[src/rtl/nc_pkg.sv]
package nc_pkg;
  // bit positions of the weighted base and size fields
  localparam int unsigned LOW_SHIFT  = 19;  // 512 KB granule
  localparam int unsigned HIGH_SHIFT = 24;  // 16 MB granule
  localparam int unsigned SIZE_SHIFT = 16;  // smallest span 64 KB

  typedef struct packed {
    logic       dis_n;     // 1 = region off
    logic [1:0] size_sel;
    logic [2:0] rsvd;
    logic [1:0] hi;
  } nc_ctl_t;

  typedef struct packed {
    logic [4:0] lo;
    logic [2:0] rsvd;
  } nc_base_t;
endpackage

[src/rtl/nc_cfg_decode.sv]
module nc_cfg_decode
  import nc_pkg::*;
#(
  parameter int unsigned ADDR_W = 26
) (
  input  logic [7:0]        ctl_byte,
  input  logic [7:0]        base_byte,
  output logic [ADDR_W-1:0] base,
  output logic [ADDR_W-1:0] size,
  output logic              en
);
  nc_ctl_t  ctl;
  nc_base_t bb;
  localparam logic [ADDR_W-1:0] ONE = ADDR_W'(1);

  always_comb begin
    ctl  = nc_ctl_t'(ctl_byte);
    bb   = nc_base_t'(base_byte);
    en   = ~ctl.dis_n;
    base = (ADDR_W'(bb.lo) << LOW_SHIFT) | (ADDR_W'(ctl.hi) << HIGH_SHIFT);
    size = ONE << (SIZE_SHIFT + 32'(ctl.size_sel));
  end
endmodule

[src/rtl/nc_range_match.sv]
module nc_range_match #(
  parameter int unsigned ADDR_W = 26
) (
  input  logic [ADDR_W-1:0] addr,
  input  logic [ADDR_W-1:0] base,
  input  logic [ADDR_W-1:0] size,
  input  logic              en,
  output logic              hit
);
  logic [ADDR_W-1:0] offs;

  always_comb begin
    // modular difference: below-base addresses wrap to a large value
    offs = addr - base;
    hit  = en && (offs < size);
  end
endmodule

[src/rtl/nc_video_match.sv]
module nc_video_match #(
  parameter int unsigned ADDR_W  = 26,
  parameter logic [31:0] WIN_LO  = 32'h000C_0000,
  parameter logic [31:0] WIN_HI  = 32'h000C_7FFF,
  parameter int unsigned CTL_BIT = 4
) (
  input  logic [ADDR_W-1:0] addr,
  input  logic [7:0]        vid_cfg,
  output logic              hit
);
  localparam logic [ADDR_W-1:0] LO = ADDR_W'(WIN_LO);
  localparam logic [ADDR_W-1:0] HI = ADDR_W'(WIN_HI);

  always_comb hit = vid_cfg[CTL_BIT] && (addr >= LO) && (addr <= HI);
endmodule

[src/rtl/nc_region_cmp.sv]
module nc_region_cmp #(
  parameter int unsigned ADDR_W  = 26,
  parameter int unsigned NUM_RGN = 2
) (
  input  logic                 clk,
  input  logic                 rst,
  input  logic [ADDR_W-1:0]    addr_i,
  input  logic [NUM_RGN*8-1:0] rgn_ctl_i,
  input  logic [NUM_RGN*8-1:0] rgn_base_i,
  input  logic [7:0]           vid_cfg_i,
  output logic                 nc_o,
  output logic                 video_o
);
  logic [NUM_RGN-1:0] rgn_hit;
  logic               vid_hit;

  for (genvar r = 0; r < NUM_RGN; r++) begin : g_rgn
    logic [ADDR_W-1:0] base;
    logic [ADDR_W-1:0] size;
    logic              en;

    nc_cfg_decode #(.ADDR_W(ADDR_W)) dec_i (
      .ctl_byte  (rgn_ctl_i[r*8 +: 8]),
      .base_byte (rgn_base_i[r*8 +: 8]),
      .base      (base),
      .size      (size),
      .en        (en)
    );

    nc_range_match #(.ADDR_W(ADDR_W)) cmp_i (
      .addr (addr_i),
      .base (base),
      .size (size),
      .en   (en),
      .hit  (rgn_hit[r])
    );
  end

  nc_video_match #(.ADDR_W(ADDR_W)) vid_i (
    .addr    (addr_i),
    .vid_cfg (vid_cfg_i),
    .hit     (vid_hit)
  );

  always_ff @(posedge clk) begin
    if (rst) begin
      nc_o    <= 1'b0;
      video_o <= 1'b0;
    end else begin
      nc_o    <= (|rgn_hit) | vid_hit;
      video_o <= vid_hit;
    end
  end
endmodule

[config.mk]
export PLATFORM = sky130hd
export DESIGN_NAME = nc_region_cmp
export DESIGN_NICKNAME = d
export VERILOG_FILES = /design/src/rtl/nc_pkg.sv /design/src/rtl/nc_cfg_decode.sv /design/src/rtl/nc_range_match.sv /design/src/rtl/nc_video_match.sv /design/src/rtl/nc_region_cmp.sv
export SDC_FILE = /design/constraint.sdc
export NUM_CORES = 1
export LEC_CHECK = 0
export ABC_AREA = 1
export BUFFER_PORTS_ARGS = -buffer_cell sky130_fd_sc_hd__clkbuf_2
export CAP_MARGIN = 20
export CORE_ASPECT_RATIO = 0.7
export CORE_MARGIN = 3
export CORE_UTILIZATION = 41
export DETAILED_ROUTE_END_ITERATION = 10
export GPL_TIMING_DRIVEN = 0
export HOLD_SLACK_MARGIN = 0.1
export PLACE_DENSITY = 0.81
export REMOVE_ABC_BUFFERS = 1
export SYNTH_ARGS = -nofsm -noshare
export SYNTH_HDL_FRONTEND = slang
export SYNTH_SLANG_ARGS = --single-unit
[constraint.sdc]
create_clock -name clk -period 2.1 [get_ports clk]
set_input_delay 0.63 -clock clk [delete_from_list [all_inputs] [get_ports clk]]
set_output_delay 0.63 -clock clk [all_outputs]
set_load 0.01 [all_outputs]
==> results of run 1 <==
-- kinds of logic (layout without fill, tap and decap cells) --
family	count (synthesis)	after routing	share of synthesized area [%]
simple gates	92	92	41.59
fa+ha+maj	22	22	30.73
compound gates	10	10	5.298
flops	2	2	4.239
xor+xnor	2	2	1.855
buf+inv	41	79	16.29
-- layer usage --
layer  GRT usage (%)  share of wire [%]  up-vias
met1           21.06                 54      433
met4           2.575                  0        0
met3           4.390                3.6        0
met2           23.86                 42       16
met5               0                  0        -
li1                -                  -      608
-- power by group through the flow --
stage	Sequential [mW]	Combinational (mW)	Clock, mW
4_1_cts	0.0385	0.238	0.0947
3_5_place_dp	0.0390	0.237	0
3_3_place_gp	0.0390	0.231	0
6_report	0.0385	0.238	0.0912
5_1_grt	0.0384	0.284	0.0985
2_1_floorplan	0.0391	0.166	0
-- state kept, by name (all words and copies together) (netlist names) --
name     count
nc_o         1
video_o      1
-- what timing repair did --
action                                  4_1_cts  5_1_grt
hold buffers                                  0        0
endpoints found under the setup margin        0        1
gates resized for setup                       0        3
-- Yosys cell counts (all sizes together) --
master  number
inv         41
a21oi        8
nor4         2
or2          1
dfxtp        2
nand2       56
nand3       15
nand3b       4
ha          20
nor2        11
fa           2
xnor2        1
nor3         1
xor2         1
o21ai        2
nand4        2
-- through the flow --
| step | utilization [%] | setup slack (ns) | setup TNS, ns | hold WS, ns |
|---|---|---|---|---|
| after floorplan | - | 0.1276 | 0 | 0.7024 |
| after global placement | 57.38 | -0.1126 | -0.1126 | 0.8101 |
| after detailed placement | 57.38 | -0.1212 | -0.1212 | 0.8090 |
| after CTS | 58.50 | 0.1175 | 0 | 0.5580 |
| after global routing | 58.75 | 0.02076 | 0 | 0.5662 |
| final | 58.75 | 0.1477 | 0 | 0.5647 |
-- final timing paths --
kind	from	to	slack, ns
worst max-delay path	addr_i[19]	nc_o	0.15
worst min-delay path	rst	video_o	0.56
-- worst max-delay path: stages --
cell and delay (ns):
sky130_fd_sc_hd__clkbuf_2 0.09, sky130_fd_sc_hd__inv_2 0.04, sky130_fd_sc_hd__ha_1 0.18, sky130_fd_sc_hd__inv_1 0.11, sky130_fd_sc_hd__fa_2 0.45, sky130_fd_sc_hd__inv_1 0.08
sky130_fd_sc_hd__nand4_1 0.10, sky130_fd_sc_hd__nor2_1 0.14, sky130_fd_sc_hd__nand3_1 0.08, sky130_fd_sc_hd__nor2_1 0.08, sky130_fd_sc_hd__nor2_1 0.05, sky130_fd_sc_hd__nor2_1 0.08
-- layout make-up --
class | count | share of cell area (%)
multi-input combinational | 126 | 63.78
inverter | 41 | 12.99
tap | 30 | 3.168
sequential | 2 | 3.379
timing repair buffer | 35 | 14.78
clock buffer | 3 | 1.901
==> tab_implementation.tex, run 1 <==
\begin{tabular}{lr}
\hline
Metric & Value \\
\hline
\multicolumn{2}{l}{\textbf{Layout}} \\
\quad Combined area of the multi-input logic cells & 755.7 um2 \\
\quad Share of cells above drive strength 1 & 19.81\% \\
\quad Diode insertion count for antenna repair & 0 \\
\quad Number of nets in the layout & 299 \\
\quad Number of filler instances in the final layout & 211 \\
\quad Post-Layout Inst Area & 1185 um2 \\
\quad Finished Layout Cells & 237 \\
\quad Sequential cell area in the final layout & 40.04 um2 \\
\quad Most frequent cells in the layout & sky130\_fd\_sc\_hd\_\_nand2\_1, sky130\_fd\_sc\_hd\_\_inv\_1, sky130\_fd\_sc\_hd\_\_clkbuf\_2, sky130\_fd\_sc\_hd\_\_ha\_1, sky130\_fd\_sc\_hd\_\_nand3\_1 \\
\quad Most frequent standard cell in the layout excluding fill and tap cells & sky130\_fd\_sc\_hd\_\_nand2\_1 \\
\quad Synth-to-Final Area Change & 25.43\% \\
\multicolumn{2}{l}{\textbf{Die}} \\
\quad Placeable core region & 2017 um2 \\
\quad Number of rows created at floorplan & 13 \\
\quad Die width & 63.37 um \\
\quad Die area & 2925 um2 \\
\quad Top-level port count & 70 \\
\quad Starting density of the core & 46.84\% \\
\quad Height of the die & 46.16 um \\
\multicolumn{2}{l}{\textbf{Detailed routing}} \\
\quad Remaining antenna violation count & 0 \\
\quad Total wire length after detailed routing & 2064 um \\
\quad Total number of vias & 1057 \\
\quad First drt pass iteration count & 4 \\
\quad Vias per cell & 4.460 \\
\quad Count of unresolved DRC violations after routing & 0 \\
\quad Average routed wire per standard cell & 8.709 um \\
\quad Number of DRC markers in iteration 0 & 49 \\
\multicolumn{2}{l}{\textbf{Critical path}} \\
\quad Crit Path Class & in -> reg \\
\quad Critical path required time & 2.27 ns \\
\quad Data arrival at the endpoint of the critical path & 2.12 ns \\
\quad Biggest fanout along the worst timing path & 3 \\
\quad Worst Setup Start Kind & primary input \\
\quad CP Capture Type & flip-flop \\
\multicolumn{2}{l}{\textbf{Timing}} \\
\quad Final hold violations & 0 \\
\quad Max-slew violation total from the final report & 0 \\
\quad Final-report setup violation count & 0 \\
\quad RSZ-0062 raised after global routing & no \\
\quad Headroom to the max-slew limit & 80.92\% \\
\quad Tmin final & 1.952 ns \\
\quad Maximum achievable frequency & 512.2 MHz \\
\quad Least-Margin Pin Slew & 0.2836 ns \\
\quad Final clock period utilization by the worst path & 92.97\% \\
\multicolumn{2}{l}{\textbf{Pwr}} \\
\quad Internal power & 0.2066 mW \\
\quad Leakage dissipation & 0.7945 nW \\
\quad Fraction of power spent switching nets & 43.88\% \\
\quad Share of total power in sequential cells & 10.5\% \\
\quad Final Total Pwr & 0.3681 mW \\
\quad Worst vdd rail ir drop & 0.1078 mV \\
\quad Switching power total & 0.1615 mW \\
\quad Power density over the cells & 310.6 nW/um2 \\
\quad Clock power share & 24.8\% \\
\quad Comb pwr share & 64.8\% \\
\multicolumn{2}{l}{\textbf{Placed design}} \\
\quad Cell count after placement & 234 \\
\quad Global placement routability congestion & 0.7640 \\
\quad Quantity of I/O buffers inserted on ports & 35 \\
\quad Final HPWL DP & 1882 um \\
\quad Post-detailed-placement cell area & 1157 um2 \\
\multicolumn{2}{l}{\textbf{Logic synthesis}} \\
\quad Area share of the leading cell type in the synthesized netlist & 26.49\% \\
\quad Post-synthesis cell type count & 16 \\
\quad Avg Cell Area, Syn & 5.590 um2 \\
\quad Gate count of the mapped netlist & 169 \\
\quad Number of register bits inferred by synthesis & 2 \\
\quad Register area share after synthesis & 4.238\% \\
\quad Synthesized area & 944.7 um2 \\
\quad Synth top area cells & sky130\_fd\_sc\_hd\_\_ha\_1, sky130\_fd\_sc\_hd\_\_nand2\_1, sky130\_fd\_sc\_hd\_\_inv\_1 \\
\quad Number of synthesis warnings & 0 \\
\quad Leading area contributor after synthesis & sky130\_fd\_sc\_hd\_\_ha\_1 \\
\multicolumn{2}{l}{\textbf{Global route}} \\
\quad Gr usage total & 15.22\% \\
\quad Initial antenna violation count & 0 \\
\quad Largest net degree at the start of global routing & 6 \\
\quad Sum of overflow across all layers after global routing & 0 \\
\quad Via count of the first global-routing pass & 903 \\
\quad First-pass GRT wire length & 3553 um \\
\multicolumn{2}{l}{\textbf{CTS}} \\
\quad Cts bufs inserted & 3 \\
\quad H-tree Lvls & 1 \\
\quad TritonCTS clock tree & yes \\
\quad Number of setup buffers added after CTS & 0 \\
\quad Sinks on Clock Net & 2 \\
\quad Clk buf depth & 2 \\
\quad Clock transition time at the flip-flop clock pins of the worst setup and hold paths & 0.03 ns \\
\quad Root Buffer Master & sky130\_fd\_sc\_hd\_\_clkbuf\_4 \\
\multicolumn{2}{l}{\textbf{Worst hold path}} \\
\quad Type of the tightest min-delay check & in -> reg \\
\quad Worst Hold Path Cells & 2 \\
\multicolumn{2}{l}{\textbf{Run status}} \\
\quad Status & completed \\
\multicolumn{2}{l}{\textbf{Job}} \\
\quad Maxcap violations & 0 \\
\hline
\end{tabular}
No activity file was read; power rests on OpenSTA's default activity.
==> run 2: changes to the inputs <==
CORE_UTILIZATION = 40   (was 41)
PLACE_DENSITY = default   (was 0.81)
PLACE_DENSITY_LB_ADDON = 0.1   (was default)
==> tab_implementation.tex, run 2 (synthesis results as in run 1) <==
\begin{tabular}{lr}
\hline
Metric & Value \\
\hline
\multicolumn{2}{l}{\textbf{Die}} \\
\quad Number of rows created at floorplan & 14 (was 13) \\
\quad Die width & 64.09 um (was 63.37 um) \\
\quad Top-level port count & 70 (unchanged) \\
\quad Starting density of the core & 43.14\% (was 46.84\%) \\
\quad Placeable core region & 2190 um2 (was 2017 um2) \\
\quad Die area & 2990 um2 (was 2925 um2) \\
\quad Height of the die & 46.66 um (was 46.16 um) \\
\multicolumn{2}{l}{\textbf{Timing}} \\
\quad Min Hold Slack & 0.5900 ns (was 0.5647 ns) \\
\quad Final-report setup violation count & 0 (unchanged) \\
\quad Final hold violations & 0 (unchanged) \\
\quad Maximum achievable frequency & 508.8 MHz (was 512.2 MHz) \\
\quad Tmin final & 1.965 ns (was 1.952 ns) \\
\quad Headroom to the max-slew limit & 80.64\% (was 80.92\%) \\
\quad Least-Margin Pin Slew & 0.2878 ns (was 0.2836 ns) \\
\quad Max-slew violation total from the final report & 0 (unchanged) \\
\quad Final clock period utilization by the worst path & 93.59\% (was 92.97\%) \\
\multicolumn{2}{l}{\textbf{CTS}} \\
\quad Sinks on Clock Net & 2 (unchanged) \\
\quad Cts bufs inserted & 3 (unchanged) \\
\quad TritonCTS clock tree & yes (unchanged) \\
\quad Number of setup buffers added after CTS & 0 (unchanged) \\
\quad H-tree Lvls & 1 (unchanged) \\
\quad Clk buf depth & 2 (unchanged) \\
\quad Clock transition time at the flip-flop clock pins of the worst setup and hold paths & 0.03 ns (about the same) \\
\quad Root Buffer Master & sky130\_fd\_sc\_hd\_\_clkbuf\_4 (unchanged) \\
\multicolumn{2}{l}{\textbf{Global route}} \\
\quad Largest net degree at the start of global routing & 6 (unchanged) \\
\quad Sum of overflow across all layers after global routing & 0 (unchanged) \\
\quad Via count of the first global-routing pass & 972 (was 903) \\
\quad Gr usage total & 16.32\% (was 15.22\%) \\
\quad Initial antenna violation count & 0 (unchanged) \\
\quad First-pass GRT wire length & 3877 um (was 3553 um) \\
\multicolumn{2}{l}{\textbf{Layout}} \\
\quad Number of nets in the layout & 299 (unchanged) \\
\quad Most frequent cells in the layout & sky130\_fd\_sc\_hd\_\_nand2\_1, sky130\_fd\_sc\_hd\_\_inv\_1, sky130\_fd\_sc\_hd\_\_clkbuf\_2, sky130\_fd\_sc\_hd\_\_ha\_1, sky130\_fd\_sc\_hd\_\_nand3\_1 (unchanged) \\
\quad Largest regs & nc\_o x1, video\_o x1 (unchanged) \\
\quad Diode insertion count for antenna repair & 0 (unchanged) \\
\quad Synth-to-Final Area Change & 30.60\% (was 25.43\%) \\
\quad Number of filler instances in the final layout & 231 (was 211) \\
\quad Most frequent standard cell in the layout excluding fill and tap cells & sky130\_fd\_sc\_hd\_\_nand2\_1 (unchanged) \\
\quad Share of cells above drive strength 1 & 23.67\% (was 19.81\%) \\
\quad Post-Layout Inst Area & 1234 um2 (was 1185 um2) \\
\multicolumn{2}{l}{\textbf{Pwr}} \\
\quad Share of total power in sequential cells & 10.2\% (was 10.5\%) \\
\quad Power density over the cells & 304.9 nW/um2 (was 310.6 nW/um2) \\
\quad Comb pwr share & 68.0\% (was 64.8\%) \\
\quad Internal power & 0.2127 mW (was 0.2066 mW) \\
\quad Leakage dissipation & 0.7956 nW (was 0.7945 nW) \\
\quad Clock power share & 21.8\% (was 24.8\%) \\
\quad Switching power total & 0.1634 mW (was 0.1615 mW) \\
\quad Worst vdd rail ir drop & 0.1077 mV (was 0.1078 mV) \\
\quad Fraction of power spent switching nets & 43.45\% (was 43.88\%) \\
\multicolumn{2}{l}{\textbf{Worst hold path}} \\
\quad Worst Hold Path Cells & 2 (unchanged) \\
\quad Type of the tightest min-delay check & in -> reg (unchanged) \\
\quad Startpoint of the lowest-slack hold path & rst (unchanged) \\
\quad Worst min-delay path endpoint & video\_o (unchanged) \\
\multicolumn{2}{l}{\textbf{Critical path}} \\
\quad Kind of cell adding the most delay to the critical path & simple AND/OR/NAND/NOR gates (was adder cells) \\
\quad Crit Path Class & in -> reg (unchanged) \\
\quad Worst path buffer plus inverter count & 3 (was 4) \\
\quad Biggest fanout along the worst timing path & 3 (unchanged) \\
\quad Cell-by-cell trace of the critical path & buf\_6, inv\_6, ha\_4, inv\_4, fa\_2, nand2\_2, nand2\_1, nand3b\_1, nand2\_1, nand2\_1, nand2\_1, nand3\_1, nand2\_1, nor2\_1, nor2\_1 (was clkbuf\_2, inv\_2, ha\_1, inv\_1, fa\_2, inv\_1, nand4\_1, nor2\_1, nand3\_1, nor2\_1, nor2\_1, nor2\_1) \\
\quad Critical path required time & 2.21 ns (was 2.27 ns) \\
\quad WP depth & 15 (was 12) \\
\quad Data arrival at the endpoint of the critical path & 2.07 ns (was 2.12 ns) \\
\quad CP max stage delay & 0.37 ns (was 0.45 ns) \\
\quad Worst Setup Start Kind & primary input (unchanged) \\
\quad Slowest cell on the critical path & sky130\_fd\_sc\_hd\_\_fa\_2 (unchanged) \\
\quad Cell repeated most along the worst path & sky130\_fd\_sc\_hd\_\_nand2\_1 (was sky130\_fd\_sc\_hd\_\_nor2\_1) \\
\quad CP Capture Type & flip-flop (unchanged) \\
\multicolumn{2}{l}{\textbf{Detailed routing}} \\
\quad Average routed wire per standard cell & 9.536 um (was 8.709 um) \\
\quad Total number of vias & 1099 (was 1057) \\
\quad Vias per cell & 4.598 (was 4.460) \\
\quad Total wire length after detailed routing & 2279 um (was 2064 um) \\
\quad Count of unresolved DRC violations after routing & 0 (unchanged) \\
\quad Number of DRC markers in iteration 0 & 58 (was 49) \\
\quad Remaining antenna violation count & 0 (unchanged) \\
\quad First drt pass iteration count & 4 (unchanged) \\
\multicolumn{2}{l}{\textbf{Run status}} \\
\quad Status & completed (unchanged) \\
\multicolumn{2}{l}{\textbf{Placed design}} \\
\quad Post-detailed-placement cell area & 1160 um2 (was 1157 um2) \\
\quad Global placement routability congestion & 0.7640 (unchanged) \\
\quad Quantity of I/O buffers inserted on ports & 35 (unchanged) \\
\quad Final HPWL DP & 2042 um (was 1882 um) \\
\multicolumn{2}{l}{\textbf{Job}} \\
\quad Maxcap violations & 0 (unchanged) \\
\hline
\end{tabular}
==> run 2: timing repair <==
| item | CTS | global route |
|---|---|---|
| hold buffers | 0 | 0 |
| endpoints found under the hold margin | 0 | 0 |
| setup endpoints to repair | 0 | 1 |
| resized for setup | 0 | 19 |
==> run 2: layout make-up <==
type / instances / area (um2) / area share [%]
multi-input combinational: 126 / 788.3 / 63.89
timing repair buffer: 35 / 181.4 / 14.71
inverter: 41 / 161.4 / 13.08
sequential: 2 / 40.04 / 3.245
tap: 32 / 40.04 / 3.245
clock buffer: 3 / 22.52 / 1.826
==> run 2: worst max path at each step <==
stage               slack [ns]        from  endpoint
floorplan                 0.13  addr_i[19]      nc_o
global placement         -0.11  addr_i[19]      nc_o
detailed placement       -0.16  addr_i[19]      nc_o
CTS                       0.06  addr_i[19]      nc_o
global route            -0.008  addr_i[19]      nc_o
finish                    0.13  addr_i[19]      nc_o
==> run 2: metrics by stage <==
| step | cells | power [mW] | utilization, % | setup TNS (ns) | setup WS (ns) |
|---|---|---|---|---|---|
| after floorplan | 169 | 0.2054 | - | 0 | 0.1276 |
| after global placement | 236 | 0.2693 | 52.97 | -0.1112 | -0.1112 |
| after detailed placement | 236 | 0.2801 | 52.97 | -0.1553 | -0.1553 |
| after CTS | 239 | 0.3663 | 54.00 | 0 | 0.06222 |
| after global routing | 239 | 0.4285 | 56.34 | -0.008030 | -0.008030 |
| final | 239 | 0.3761 | 56.34 | 0 | 0.1346 |
==> run 2: per-layer routing <==
metal	share of wire (%)	vias to the layer above	track usage, %	wire length [um]
met2	50	12	30.60	1144
met3	1.4	0	1.463	31
met5	0	-	0	0
met1	48	485	21.40	1103
met4	0	0	1.288	0
li1	-	602	-	-
==> run 2: power groups by stage <==
| stage | Sequential (mW) | Clock [mW] | Combinational, mW |
|---|---|---|---|
| after global placement | 0.0390 | 0 | 0.230 |
| after global routing | 0.0385 | 0.0910 | 0.299 |
| final | 0.0385 | 0.0819 | 0.256 |
| after CTS | 0.0385 | 0.0849 | 0.243 |
| after detailed placement | 0.0390 | 0 | 0.241 |
| after floorplan | 0.0391 | 0 | 0.166 |
